--- config.mk ---
export PLATFORM = sky130hd
export DESIGN_NAME = sdr_router
export DESIGN_NICKNAME = d
export VERILOG_FILES = /design/src/rtl/sdr_pkg.sv /design/src/rtl/sdr_rst_sync.sv /design/src/rtl/sdr_out_reg.sv /design/src/rtl/sdr_elem.sv /design/src/rtl/sdr_router.sv
export SDC_FILE = /design/constraint.sdc
export NUM_CORES = 1
export LEC_CHECK = 0
export ABC_AREA = 0
export BUFFER_PORTS_ARGS = -buffer_cell sky130_fd_sc_hd__buf_2
export CAP_MARGIN = 20
export CORE_MARGIN = 2
export CORE_UTILIZATION = 45
export CTS_BUF_LIST = sky130_fd_sc_hd__clkbuf_16
export CTS_CLUSTER_DIAMETER = 60
export DETAILED_ROUTE_END_ITERATION = 10
export PLACE_DENSITY = 0.72
export SYNTH_ARGS = -nofsm -noshare
export SYNTH_HDL_FRONTEND = slang
export SYNTH_SLANG_ARGS = --single-unit
--- constraint.sdc ---
create_clock -name clk -period 1.84 [get_ports clk]
set_input_delay 0 -clock clk [delete_from_list [all_inputs] [get_ports clk]]
set_output_delay 0 -clock clk [all_outputs]
set_load 0.05 [all_outputs]
--- src/rtl/sdr_pkg.sv ---
`timescale 1ns/100ps
package sdr_pkg;
  localparam int NDIM = 3;

  typedef enum logic {
    TGT_UP  = 1'b0,
    TGT_DIM = 1'b1
  } tgt_e;
endpackage

--- src/rtl/sdr_rst_sync.sv ---
`timescale 1ns/100ps
module sdr_rst_sync #(
  parameter int STAGES = 2
) (
  input  logic clk,
  input  logic rst_n,
  output logic rst_sync_n
);
  logic [STAGES-1:0] sync_q;

  always_ff @(posedge clk or negedge rst_n) begin
    if (!rst_n) sync_q <= '0;
    else        sync_q <= {sync_q[STAGES-2:0], 1'b1};
  end

  assign rst_sync_n = sync_q[STAGES-1];
endmodule

--- src/rtl/sdr_out_reg.sv ---
`timescale 1ns/100ps
module sdr_out_reg #(
  parameter int W = 20
) (
  input  logic         clk,
  input  logic         rst_n,
  input  logic         in_valid,
  output logic         in_ready,
  input  logic [W-1:0] in_data,
  output logic         out_valid,
  input  logic         out_ready,
  output logic [W-1:0] out_data
);
  logic         vld_q, vld_d;
  logic [W-1:0] dat_q;
  logic         load_en;

  always_comb begin
    in_ready = !vld_q || out_ready;
    load_en  = in_valid && in_ready;
    if (load_en)        vld_d = 1'b1;
    else if (out_ready) vld_d = 1'b0;
    else                vld_d = vld_q;
  end

  always_ff @(posedge clk or negedge rst_n) begin
    if (!rst_n) vld_q <= 1'b0;
    else        vld_q <= vld_d;
  end

  always_ff @(posedge clk) begin
    if (load_en) dat_q <= in_data;
  end

  assign out_valid = vld_q;
  assign out_data  = dat_q;

  AST_HOLD_WHILE_STALLED: assert property (@(posedge clk) disable iff (!rst_n)
    out_valid && !out_ready |=> out_valid && $stable(out_data));
  AST_ONE_CYCLE_LATENCY: assert property (@(posedge clk) disable iff (!rst_n)
    in_valid && in_ready |=> out_valid);
endmodule

--- src/rtl/sdr_elem.sv ---
`timescale 1ns/100ps
module sdr_elem
  import sdr_pkg::*;
#(
  parameter int PAY_W = 8,
  parameter int OFF_W = 4,
  parameter int DIM   = 0
) (
  input  logic                          clk,
  input  logic                          rst_n,
  input  logic                          stk_in_valid,
  output logic                          stk_in_ready,
  input  logic [PAY_W+NDIM*OFF_W-1:0]   stk_in_data,
  input  logic                          lnk_in_valid,
  output logic                          lnk_in_ready,
  input  logic [PAY_W+NDIM*OFF_W-1:0]   lnk_in_data,
  output logic                          lnk_out_valid,
  input  logic                          lnk_out_ready,
  output logic [PAY_W+NDIM*OFF_W-1:0]   lnk_out_data,
  output logic                          stk_out_valid,
  input  logic                          stk_out_ready,
  output logic [PAY_W+NDIM*OFF_W-1:0]   stk_out_data
);
  localparam int FLIT_W = PAY_W + NDIM*OFF_W;
  localparam int LSB    = DIM*OFF_W;
  localparam logic [OFF_W-1:0] OFF_ONE = OFF_W'(1);

  tgt_e              lnk_tgt, stk_tgt;
  logic              conflict;
  logic              dreg_valid, dreg_ready, ureg_valid, ureg_ready;
  logic [FLIT_W-1:0] dreg_src, dreg_data, ureg_data;
  logic [OFF_W-1:0]  src_off;

  always_comb begin
    lnk_tgt = (lnk_in_data[LSB +: OFF_W] != '0) ? TGT_DIM : TGT_UP;
    stk_tgt = (stk_in_data[LSB +: OFF_W] != '0) ? TGT_DIM : TGT_UP;
    conflict = lnk_in_valid && (lnk_tgt == stk_tgt);

    lnk_in_ready = (lnk_tgt == TGT_DIM) ? dreg_ready : ureg_ready;
    stk_in_ready = !conflict && ((stk_tgt == TGT_DIM) ? dreg_ready : ureg_ready);

    dreg_valid = (lnk_in_valid && lnk_tgt == TGT_DIM) ||
                 (stk_in_valid && stk_tgt == TGT_DIM && !conflict);
    dreg_src   = (lnk_in_valid && lnk_tgt == TGT_DIM) ? lnk_in_data : stk_in_data;
    src_off    = dreg_src[LSB +: OFF_W];
    dreg_data  = dreg_src;
    dreg_data[LSB +: OFF_W] = src_off[OFF_W-1] ? (src_off + OFF_ONE) : (src_off - OFF_ONE);

    ureg_valid = (lnk_in_valid && lnk_tgt == TGT_UP) ||
                 (stk_in_valid && stk_tgt == TGT_UP && !conflict);
    ureg_data  = (lnk_in_valid && lnk_tgt == TGT_UP) ? lnk_in_data : stk_in_data;
  end

  sdr_out_reg #(.W(FLIT_W)) dim_reg_i (
    .clk(clk), .rst_n(rst_n),
    .in_valid(dreg_valid), .in_ready(dreg_ready), .in_data(dreg_data),
    .out_valid(lnk_out_valid), .out_ready(lnk_out_ready), .out_data(lnk_out_data)
  );

  sdr_out_reg #(.W(FLIT_W)) up_reg_i (
    .clk(clk), .rst_n(rst_n),
    .in_valid(ureg_valid), .in_ready(ureg_ready), .in_data(ureg_data),
    .out_valid(stk_out_valid), .out_ready(stk_out_ready), .out_data(stk_out_data)
  );

  AST_LINK_WINS: assert property (@(posedge clk) disable iff (!rst_n)
    stk_in_valid && lnk_in_valid && lnk_in_ready && (lnk_tgt == stk_tgt) |-> !stk_in_ready);
  AST_UP_DIM_DONE: assert property (@(posedge clk) disable iff (!rst_n)
    stk_out_valid |-> (stk_out_data[LSB +: OFF_W] == '0));
endmodule

--- src/rtl/sdr_router.sv ---
`timescale 1ns/100ps
module sdr_router
  import sdr_pkg::*;
#(
  parameter int PAY_W = 8,
  parameter int OFF_W = 4
) (
  input  logic                               clk,
  input  logic                               rst_n,
  input  logic                               host_in_valid,
  output logic                               host_in_ready,
  input  logic [PAY_W+NDIM*OFF_W-1:0]        host_in_data,
  output logic                               host_out_valid,
  input  logic                               host_out_ready,
  output logic [PAY_W+NDIM*OFF_W-1:0]        host_out_data,
  input  logic [NDIM-1:0]                    link_in_valid,
  output logic [NDIM-1:0]                    link_in_ready,
  input  logic [NDIM*(PAY_W+NDIM*OFF_W)-1:0] link_in_data,
  output logic [NDIM-1:0]                    link_out_valid,
  input  logic [NDIM-1:0]                    link_out_ready,
  output logic [NDIM*(PAY_W+NDIM*OFF_W)-1:0] link_out_data
);
  localparam int FLIT_W = PAY_W + NDIM*OFF_W;

  logic              rst_sync_n;
  logic              chain_v [NDIM+1];
  logic              chain_r [NDIM+1];
  logic [FLIT_W-1:0] chain_d [NDIM+1];

  sdr_rst_sync #(.STAGES(2)) rst_sync_i (
    .clk(clk), .rst_n(rst_n), .rst_sync_n(rst_sync_n)
  );

  assign chain_v[0]     = host_in_valid;
  assign chain_d[0]     = host_in_data;
  assign host_in_ready  = chain_r[0];
  assign host_out_valid = chain_v[NDIM];
  assign host_out_data  = chain_d[NDIM];
  assign chain_r[NDIM]  = host_out_ready;

  for (genvar s = 0; s < NDIM; s++) begin : g_stage
    localparam int D = NDIM - 1 - s;
    sdr_elem #(.PAY_W(PAY_W), .OFF_W(OFF_W), .DIM(D)) elem_i (
      .clk(clk), .rst_n(rst_sync_n),
      .stk_in_valid(chain_v[s]), .stk_in_ready(chain_r[s]), .stk_in_data(chain_d[s]),
      .lnk_in_valid(link_in_valid[D]), .lnk_in_ready(link_in_ready[D]),
      .lnk_in_data(link_in_data[D*FLIT_W +: FLIT_W]),
      .lnk_out_valid(link_out_valid[D]), .lnk_out_ready(link_out_ready[D]),
      .lnk_out_data(link_out_data[D*FLIT_W +: FLIT_W]),
      .stk_out_valid(chain_v[s+1]), .stk_out_ready(chain_r[s+1]), .stk_out_data(chain_d[s+1])
    );
  end

  AST_RESET_IDLE: assert property (@(posedge clk) disable iff (!rst_sync_n)
    $rose(rst_sync_n) |-> !host_out_valid && (link_out_valid == '0));
endmodule

==> results.ini <==
[synth]
synth_top_area_frac = 0.601
synthFlopType = edfxtp_1
synth_area_leaders = edfxtp_1 (60%), mux2_2 (15%), nand2_1 (4.7%), buf_4 (3.4%), dfrtp_1 (3.3%)
yosys_warnings = 0
synth-xor-area-share = 0.00584
synthTopCellsByCount = edfxtp_1 (120), mux2_2 (81), nand2_1 (75), buf_4 (27), and2_1 (14)
synth_top_area_cell = edfxtp_1
synth_compound_area_frac = 0.0340
synth_nets = 519
yosysMostFrequentCell = edfxtp_1
synthesis.area_sq_um = 6000
synth.area.mux_share = 0.159
synth_edf_count = 120
seq_area_frac_synth = 0.634
yosys.area_share.simple = 0.0929
syn-instance-count = 420
ys_async_sr_fraction = 0.0625
syn_area_per_cell_sq_um = 14.3
synth_top_family_by_area = multiplexers
synth.distinct_cells = 38
synthAdderAreaFrac = 0.0225
ys_seq_elements = 128

[pwr]
leakagePower_nw = 3.78
ir_drop_v = 0.000681
power_density_nw_per_um2 = 960

[sta]
rsz0062_at_grt = yes
fin_ws_ns = -0.602
maxSlewViolCount = 0
hold_viol = 0
period_share = 1.33
maxSlewHeadroom = 0.594
clock_skew_ns = 0.0110
worstMarginPinSlew_ns = 0.608
fin_crit_ns = 2.44
fmax_ghz = 0.409
setup_viol = 45

[detailed_routing]
drc = 0
wl_per_cell_um = 16.4
viasPerCell = 4.86
first_pass_iters = 4
final_antenna_net_count = 0
vias = 4398
totalWireLength_mm = 14.9
drt_iter0_drc = 393

[global_route]
grt_pass1_vias = 4526
grt_pass1_wl_mm = 22.9
grt.overflow.total = 0
grt_max_degree = 21
antenna_found_initial = 0
grtUsageTotal = 0.214

[flow_run]
maxCapViolCount = 0

[die]
die_h_um = 119
row_count = 42
fp.dieW_um = 119
start_util = 0.456
ios = 178
fp.dieArea_sq_um = 14300
coreArea_sq_um = 13100

[hold_path]
hold_class = primary input to flop

[clock_network]
numCtsBuffers = 17
htreeDepth = 4
cts.root.buffer_cell = clkbuf_16
clockBufferDepth = 2
clock_latency_ns = 0.42
cts_tree = built
clkSinkCount = 128
clkTransAtPathRegs_ns = 0.05

[setup_path]
startpoint_type = flop
critPathRequiredTime_ns = 1.84
cp.arrival_ns = 2.44
endpoint_kind = output port
worstSetupPathType = flop to output port
crit_fanout = 2

[finish]
final_nets = 816
drive_above_1_share = 0.486
utilization = 0.688
antennaDiodeCount = 0
fill_cells = 940
area_delta_synth_final_pct = 50.7

[run_status]
status = complete, but fails checks
violations = setup timing

[placed_design]
globalplace.congestion = 0.811
preCtsSetupSlack_ns = -0.307
dp.final_hpwl_mm = 9.88
numPortBuffers = 177

## layer usage
metal	wire [um]	vias to the layer above	GRT usage
met5	0	-	0
met4	453	0	0.113
met3	811	37	0.0556
met2	7680	172	0.367
met1	5930	2085	0.247
li1	-	2104	-
## through the flow
| stage | power [mW] | hold slack [ns] | instance area (sq um) | setup TNS (ns) | std cells |
|---|---|---|---|---|---|
| 3_3_place_gp | 4.78 | -0.212 | 7240 | -10.11 | 771 |
| 5_1_grt | 8.96 | 0.0488 | 9030 | -23.18 | 905 |
| 6_report | 8.68 | 0.0450 | 9030 | -20.41 | 905 |
| 3_5_place_dp | 4.82 | -0.212 | 7240 | -14.65 | 771 |
| 4_1_cts | 8.69 | 0.0239 | 8920 | -13.37 | 900 |
| 2_1_floorplan | 4.42 | -0.296 | 6040 | -15.59 | 420 |
## what timing repair did
item	CTS	global route
gates resized for setup	8	18
hold endpoints to repair	107	0
buffers inserted	4	6
pin swaps	1	8
hold buffers	92	0
cloned	2	0
setup endpoints to repair	84	67
## report_power, final
part           leakage [nW]  internal, mW  switching, mW  total [mW]
registers              1.21          3.40         0.0593        3.46
logic                  2.26         0.572          0.960        1.53
clock network         0.309          2.50           1.18        3.68
total                  3.78          6.48           2.20        8.68
## flip-flops by register name (all words and copies together), names as in the netlist
| register | flops |
|---|---|
| g_stage.elem_i.up_reg_i.out_data | 60 |
| g_stage.elem_i.up_reg_i.out_valid | 3 |
| g_stage.elem_i.dim_reg_i.out_data | 60 |
| g_stage.elem_i.dim_reg_i.out_valid | 3 |
| rst_sync_i.sync_q | 2 |
## worst paths after layout
check                                                        from                                      to  slack, ns  depth (start not counted)
max                        g_stage[1].elem_i.up_reg_i.out_data[2]                        link_in_ready[2]      -0.60                          6
min                                                host_out_ready    g_stage[2].elem_i.up_reg_i.out_valid       0.05                          4
max reg2reg                g_stage[1].elem_i.up_reg_i.out_data[2]  g_stage[0].elem_i.up_reg_i.out_data[0]      -0.56                          7
min reg2reg                                  rst_sync_i.sync_q[1]   g_stage[0].elem_i.dim_reg_i.out_valid       0.13                          0
max in group asynchronous                                   rst_n                    rst_sync_i.sync_q[1]       1.28                          3
min in group asynchronous                    rst_sync_i.sync_q[1]   g_stage[0].elem_i.dim_reg_i.out_valid       0.13                          0
## cells in the final DEF, fill, tap and decap left out, types with 8 or more instances in the layout
master	netlist	final
buf_2	7	174
buf_4	27	38
mux2_2	81	80
nand2_1	75	75
edfxtp_1	120	120
dfrtp_1	8	8
and2_1	14	13
buf_6	0	10
inv_1	11	11
dlygate4sd3_1	0	92
clkbuf_16	0	17
## cell families (layout without fill, tap and decap cells)
| logic type | after synthesis | after routing |
|---|---|---|
| adders and majority gates | 9 | 9 |
| xor gates and xnor gates | 4 | 4 |
| other | 1 | 1 |
| muxes | 85 | 85 |
| AOI/OAI and AO/OA | 25 | 25 |
| and+or+nand+nor | 116 | 116 |
| DFF | 128 | 128 |
| buffers and inverters | 52 | 361 |
## critical path, stage by stage, from the launching register on
cell	delay (ns)
edfxtp_1	0.43
nor4_4	0.32
mux2_4	0.35
a221o_1	0.42
buf_6	0.15
a31oi_1	0.13
buf_4	0.23
## final cells by class
cell class,instances,area [sq um],share of cell area
Clock buffer,17,425,0.0471
Clock inverter,14,220,0.0244
Inverter,11,41.3,0.00457
Multi-Input combinational cell,240,2020,0.224
Sequential cell,128,3800,0.421
Tap cell,176,220,0.0244
Timing Repair Buffer,319,2300,0.255
Note: power is estimated with default switching activity, not from simulation.
